$ cat src/rtl/adc_cal_pkg.sv
package adc_cal_pkg;

    typedef enum logic [1:0] {
        ST_IDLE  = 2'd0,
        ST_FILL  = 2'd1,
        ST_ACCUM = 2'd2,
        ST_LATCH = 2'd3
    } cal_state_e;

    localparam int NUM_CH = 2;

endpackage

$ cat src/rtl/cal_sequencer.sv
module cal_sequencer
    import adc_cal_pkg::*;
#(
    parameter int ACC_CYCLES = 32
) (
    input  logic clk,
    input  logic rst_n,
    input  logic cal_req,
    output logic busy,
    output logic clr_acc,
    output logic acc_en,
    output logic load_off
);

    localparam int CNT_W = $clog2(ACC_CYCLES) + 1;
    localparam logic [CNT_W-1:0] LAST_CNT = CNT_W'(ACC_CYCLES - 1);

    cal_state_e       state_q;
    cal_state_e       state_d;
    logic [CNT_W-1:0] cnt_q;
    logic             req_d;
    logic             req_edge;

    assign req_edge = cal_req & ~req_d;

    // state register, request history and window counter
    always_ff @(posedge clk or negedge rst_n) begin
        if (!rst_n) begin
            state_q <= ST_IDLE;
            req_d   <= 1'b0;
            cnt_q   <= '0;
        end else begin
            state_q <= state_d;
            req_d   <= cal_req;
            if (state_q == ST_ACCUM) begin
                cnt_q <= cnt_q + 1'b1;
            end else begin
                cnt_q <= '0;
            end
        end
    end

    // transitions
    always_comb begin
        state_d = state_q;
        unique case (state_q)
            ST_IDLE:  if (req_edge) state_d = ST_FILL;        // IDLE_TO_FILL
            ST_FILL:  state_d = ST_ACCUM;                     // FILL_TO_ACCUM
            ST_ACCUM: if (cnt_q == LAST_CNT) state_d = ST_LATCH; // ACCUM_TO_LATCH
            ST_LATCH: state_d = ST_IDLE;                      // LATCH_TO_IDLE
            default:  state_d = ST_IDLE;
        endcase
    end

    // outputs
    always_comb begin
        busy     = 1'b1;
        clr_acc  = 1'b0;
        acc_en   = 1'b0;
        load_off = 1'b0;
        unique case (state_q)
            ST_IDLE:  busy     = 1'b0;
            ST_FILL:  clr_acc  = 1'b1;
            ST_ACCUM: acc_en   = 1'b1;
            ST_LATCH: load_off = 1'b1;
            default:  busy     = 1'b0;
        endcase
    end

endmodule

$ cat src/rtl/offset_channel.sv
module offset_channel #(
    parameter int DATA_W   = 10,
    parameter int AVG_LOG2 = 5,
    parameter int ACC_W    = 16
) (
    input  logic              clk,
    input  logic              rst_n,
    input  logic [DATA_W-1:0] raw,
    input  logic              clr_acc,
    input  logic              acc_en,
    input  logic              load_off,
    output logic [DATA_W-1:0] corr
);

    localparam logic [DATA_W:0] MID_CODE = (DATA_W+1)'(1) << (DATA_W - 1);
    localparam int              MAX_CODE = (1 << DATA_W) - 1;
    localparam int              DIFF_W   = DATA_W + 2;

    logic        [DATA_W-1:0] samp_q;
    logic signed [DATA_W:0]   centred;
    logic signed [ACC_W-1:0]  acc_q;
    logic signed [ACC_W-1:0]  avg;
    logic signed [DATA_W:0]   offset_q;
    logic signed [DIFF_W-1:0] diff;
    logic        [DATA_W-1:0] clamped;

    assign centred = $signed({1'b0, samp_q}) - $signed(MID_CODE);
    assign avg     = acc_q >>> AVG_LOG2;
    assign diff    = $signed({2'b00, raw}) - DIFF_W'(offset_q);

    always_comb begin
        if (diff < 0) begin
            clamped = '0;
        end else if (diff > MAX_CODE) begin
            clamped = '1;
        end else begin
            clamped = diff[DATA_W-1:0];
        end
    end

    always_ff @(posedge clk or negedge rst_n) begin
        if (!rst_n) begin
            samp_q   <= '0;
            acc_q    <= '0;
            offset_q <= '0;
            corr     <= '0;
        end else begin
            samp_q <= raw;
            corr   <= clamped;
            if (clr_acc) begin
                acc_q <= '0;
            end else if (acc_en) begin
                acc_q <= acc_q + ACC_W'(centred);
            end
            if (load_off) begin
                offset_q <= avg[DATA_W:0];
            end
        end
    end

endmodule

$ cat src/rtl/adc_offset_cal.sv
module adc_offset_cal
    import adc_cal_pkg::*;
#(
    parameter int DATA_W     = 10,
    parameter int AVG_LOG2   = 5,
    parameter int ACC_W      = 16
) (
    input  logic              clk,
    input  logic              rst_n,
    input  logic              cal_req,
    input  logic [DATA_W-1:0] raw_i,
    input  logic [DATA_W-1:0] raw_q,
    output logic [DATA_W-1:0] corr_i,
    output logic [DATA_W-1:0] corr_q,
    output logic              cal_busy
);

    localparam int ACC_CYCLES = 1 << AVG_LOG2;

    logic                clr_acc;
    logic                acc_en;
    logic                load_off;
    logic [DATA_W-1:0]   raw_arr  [NUM_CH];
    logic [DATA_W-1:0]   corr_arr [NUM_CH];

    assign raw_arr[0] = raw_i;
    assign raw_arr[1] = raw_q;
    assign corr_i     = corr_arr[0];
    assign corr_q     = corr_arr[1];

    cal_sequencer #(
        .ACC_CYCLES (ACC_CYCLES)
    ) u_seq (
        .clk      (clk),
        .rst_n    (rst_n),
        .cal_req  (cal_req),
        .busy     (cal_busy),
        .clr_acc  (clr_acc),
        .acc_en   (acc_en),
        .load_off (load_off)
    );

    for (genvar ch = 0; ch < NUM_CH; ch++) begin : g_ch
        offset_channel #(
            .DATA_W   (DATA_W),
            .AVG_LOG2 (AVG_LOG2),
            .ACC_W    (ACC_W)
        ) u_chan (
            .clk      (clk),
            .rst_n    (rst_n),
            .raw      (raw_arr[ch]),
            .clr_acc  (clr_acc),
            .acc_en   (acc_en),
            .load_off (load_off),
            .corr     (corr_arr[ch])
        );
    end

endmodule

$ cat config.mk
export PLATFORM = sky130hd
export DESIGN_NAME = adc_offset_cal
export DESIGN_NICKNAME = d
export VERILOG_FILES = /design/src/rtl/adc_cal_pkg.sv /design/src/rtl/cal_sequencer.sv /design/src/rtl/offset_channel.sv /design/src/rtl/adc_offset_cal.sv
export SDC_FILE = /design/constraint.sdc
export NUM_CORES = 1
export LEC_CHECK = 0
export ABC_AREA = 0
export CAP_MARGIN = 5
export CELL_PAD_IN_SITES_DETAIL_PLACEMENT = 1
export CELL_PAD_IN_SITES_GLOBAL_PLACEMENT = 2
export CORE_MARGIN = 10
export CORE_UTILIZATION = 35
export CTS_CLUSTER_DIAMETER = 120
export DETAILED_ROUTE_END_ITERATION = 8
export PLACE_DENSITY_LB_ADDON = 0.3
export SLEW_MARGIN = 20
export SYNTH_ARGS = -nofsm -noshare
export SYNTH_HDL_FRONTEND = slang
export SYNTH_SLANG_ARGS = --single-unit
export TNS_END_PERCENT = 5
$ cat constraint.sdc
create_clock -name clk -period 2.3 [get_ports clk]
set_input_delay 0.46 -clock clk [delete_from_list [all_inputs] [get_ports clk]]
set_output_delay 0.46 -clock clk [all_outputs]
set_load 0.05 [all_outputs]
==> flow_summary.toml <==
[route]
drcViolationCount = 0
vias = 5021
drt-wirelength-per-cell_um = 17.3
drt-total-wl_um = 16700
ant_nets = 0
post_drt_via_cell_ratio = 5.21
first_iter_violations = 137
firstDrtPassIters = 5

[final_layout]
final_common_cell = "dfrtp_1"
nNetsFinal = 821
synthToLayoutAreaGrowth_pct = 31.7
num-fill-cells = 1882
drive_gt1_frac = 0.224
seq_area_mm2 = 0.00258
finalInstanceArea_mm2 = 0.00793
fin_util = 0.475
multiInputGateArea_mm2 = 0.00344
diodes = 0
final_cell_mix = "dfrtp_1 (102), buf_4 (91), ha_1 (51)"

[placement]
dp_slack_ns = -0.676
portBuffers = 43
hpwl_um = 13000
gp_congestion = 0.809
place_area_mm2 = 0.00729

[timing]
min_period_over_period = 1.01
fmax_mhz = 429
fin_skew_ns = 0.0127
min_period_ns = 2.33
timing.final.ws_setup_ns = -0.0333
relSlewSlack = 0.607
tightestPinTransition_ns = 0.590
final-hold-violation-count = 0
rsz0062_at_grt = "true"
setup_tns_ns = -0.112
setup_viol = 5
drv_slew = 0

[synthesis]
yosysSeqAreaShare = 0.428
syn_nets = 689
ys_warn_count = 0
yosys-top-cells-area = "dfrtp_1 (43%), ha_1 (11%), a21oi_1 (4.3%)"
netlist_area_mm2 = 0.00602
async_reset_ff_frac = 1.00
synthCells = 607
synth_top_area_frac = 0.428
ys_types = 61
synth-edff-count = 0
ys_ff_latch = 103
synthFlopType = "dfrtp_1"
yosysTopAreaCell = "dfrtp_1"
syn_avg_cell_area_um2 = 9.92

[power_and_ir_drop]
seq_power_share = 0.238
pwr-share-clk = 0.136
peakVddDrop_v = 0.00109
p_switching_mw = 5.62
leakagePower_nw = 3.52
power_density_mw_per_mm2 = 1580
comb_power_share = 0.626
p_sw_frac = 0.447
p_int_mw = 6.94

[clock_tree]
cts-root-buf = "clkbuf_16"
path_clk_slew_ns = 0.07
clock_latency_ns = 0.36
cts_tree = "done"
cts_max_level = 3
clock_path_buffers = 2
cts.sink_count = 103
cts_made_buffers = 9

[global_routing]
grt.overflow.total = 0
grt_pass1_wl_um = 28700
grt_use_total = 0.156
grt_pass1_vias = 5624
grt_max_degree = 50
antenna_found_initial = 0

[setup_path]
reg2reg_depth = 9
timing.rr.end = "g_ch[0].u_chan.corr[3]"
rrSetupSlack_ns = -0.02
critPathKind = "input port to flip-flop"
path_cells = "clkdlybuf4s50_1, ha_1, buf_4, o21ai_1, o21bai_1, a221oi_2, o211ai_1, buf_4, o22a_1"
endpoint_kind = "flip-flop"
path_max_fanout = 7
crit_family = "compound AO/OA/AOI/OAI gates"
required_ns = 2.54
cp_data_arrival_time_ns = 2.58
path_buf_inv = 3
cp-start-kind = "input port"
critPathMostFrequentCell = "buf_4"
slowest_delay_ns = 0.44
r2r_start = "g_ch[0].u_chan.offset_q[0]"
worst_path_max_delay_cell = "clkdlybuf4s50_1"

[run_status]
status = "finished, violations left"
violations = "negative setup slack"

[die]
initial_core_util = 0.360
die_y_um = 151
die_area_mm2 = 0.0228
die_w_um = 151
core_area_mm2 = 0.0167
pin_count = 44
rows = 47

[flow_run]
maxCapViolations = 0

[worst_hold_path]
min_from = "raw_q[0]"
hold_depth = 1
min_to = "g_ch[1].u_chan.samp_q[0]"
hold_path_class = "input port to flip-flop"
==> registers in the layout (all words and copies together) (netlist names) <==
signal / flops
u_seq.cnt_q: 6
u_seq.state_q: 2
g_ch.u_chan.samp_q: 20
g_ch.u_chan.acc_q: 32
g_ch.u_chan.corr: 20
g_ch.u_chan.offset_q: 22
u_seq.req_d: 1
==> Yosys cell counts (all sizes together), types with 7 or more instances <==
cell type and instances:
inv 39, o21ai 54, a21o 13, clkbuf 11
xor2 18, dfrtp 103, nor3 12, a211oi 7
nand2 49, a21oi 52, o21a 12, xnor2 21
o2bb2ai 18, nand3 12, nor2 28, nand2b 10
ha 55
==> power groups by stage <==
stage / clock network [mW] / logic (mW) / registers (mW)
detailed placement: 0 / 7.26 / 3.01
finish: 1.70 / 7.86 / 2.99
floorplan: 0 / 4.28 / 3.48
global route: 1.83 / 8.71 / 3.08
global placement: 0 / 6.99 / 2.99
CTS: 1.76 / 7.77 / 2.99
==> worst max path at each step <==
stage | from | end | slack [ns] | cells past startpoint
2_1_floorplan | raw_i[0] | g_ch[0].u_chan.corr[3] | 0.06 | 9
3_3_place_gp | raw_i[0] | g_ch[0].u_chan.corr[3] | -0.57 | 10
3_5_place_dp | raw_i[0] | g_ch[0].u_chan.corr[9] | -0.68 | 11
4_1_cts | raw_i[0] | g_ch[0].u_chan.corr[6] | 0.003 | 11
5_1_grt | g_ch[0].u_chan.offset_q[0] | g_ch[0].u_chan.corr[6] | -0.17 | 9
6_report | raw_i[3] | g_ch[0].u_chan.corr[3] | -0.03 | 9
==> per-layer routing <==
metal,vias up,GRT usage,wire [um]
li1,2452,-,-
met2,50,0.255,8030
met3,18,0.0316,552
met5,-,0,0
met1,2501,0.200,7840
met4,0,0.0563,279
==> what timing repair did <==
item	4_1_cts	5_1_grt
gates cloned	1	0
hold buffers	1	0
gates resized for setup	35	19
pin swaps	21	9
endpoints found under the setup margin	25	29
setup buffers	7	0
hold endpoints to repair	18	0
==> worst register-to-register path: stages (launching register included) <==
cell      delay (ns)
dfrtp_1         0.38
ha_4            0.15
inv_2           0.03
fa_2            0.34
a211oi_2        0.26
o21bai_1        0.14
a221oi_2        0.35
o211ai_1        0.15
buf_4           0.20
o22a_1          0.20
==> through the flow <==
stage,total power [mW],hold WS [ns],instances
6_report,12.6,0.377,964
3_3_place_gp,9.98,0.363,939
3_5_place_dp,10.3,0.372,939
4_1_cts,12.5,0.361,964
5_1_grt,13.6,0.375,964
2_1_floorplan,7.76,0.164,607
==> logic make-up (layout without fill, tap and decap cells) <==
logic type | Yosys count | after routing | synth area share
XOR/XNOR | 39 | 39 | 0.0580
buffers and inverters | 54 | 191 | 0.0376
multiplexers | 3 | 3 | 0.00561
adder cells (fa/ha/maj) | 59 | 59 | 0.128
flip-flops | 103 | 103 | 0.428
AND/OR/NAND/NOR | 147 | 147 | 0.123
AO/OA/AOI/OAI | 202 | 202 | 0.220
==> area by class of cell <==
cell class	count	area share
Timing Repair Buffer	136	0.145
Sequential cell	103	0.325
Clock buffer	12	0.0324
Clock inverter	4	0.00979
Multi-Input combinational cell	450	0.434
Tap cell	220	0.0347
Inverter	39	0.0185
No activity file was read; power rests on OpenSTA's default activity.
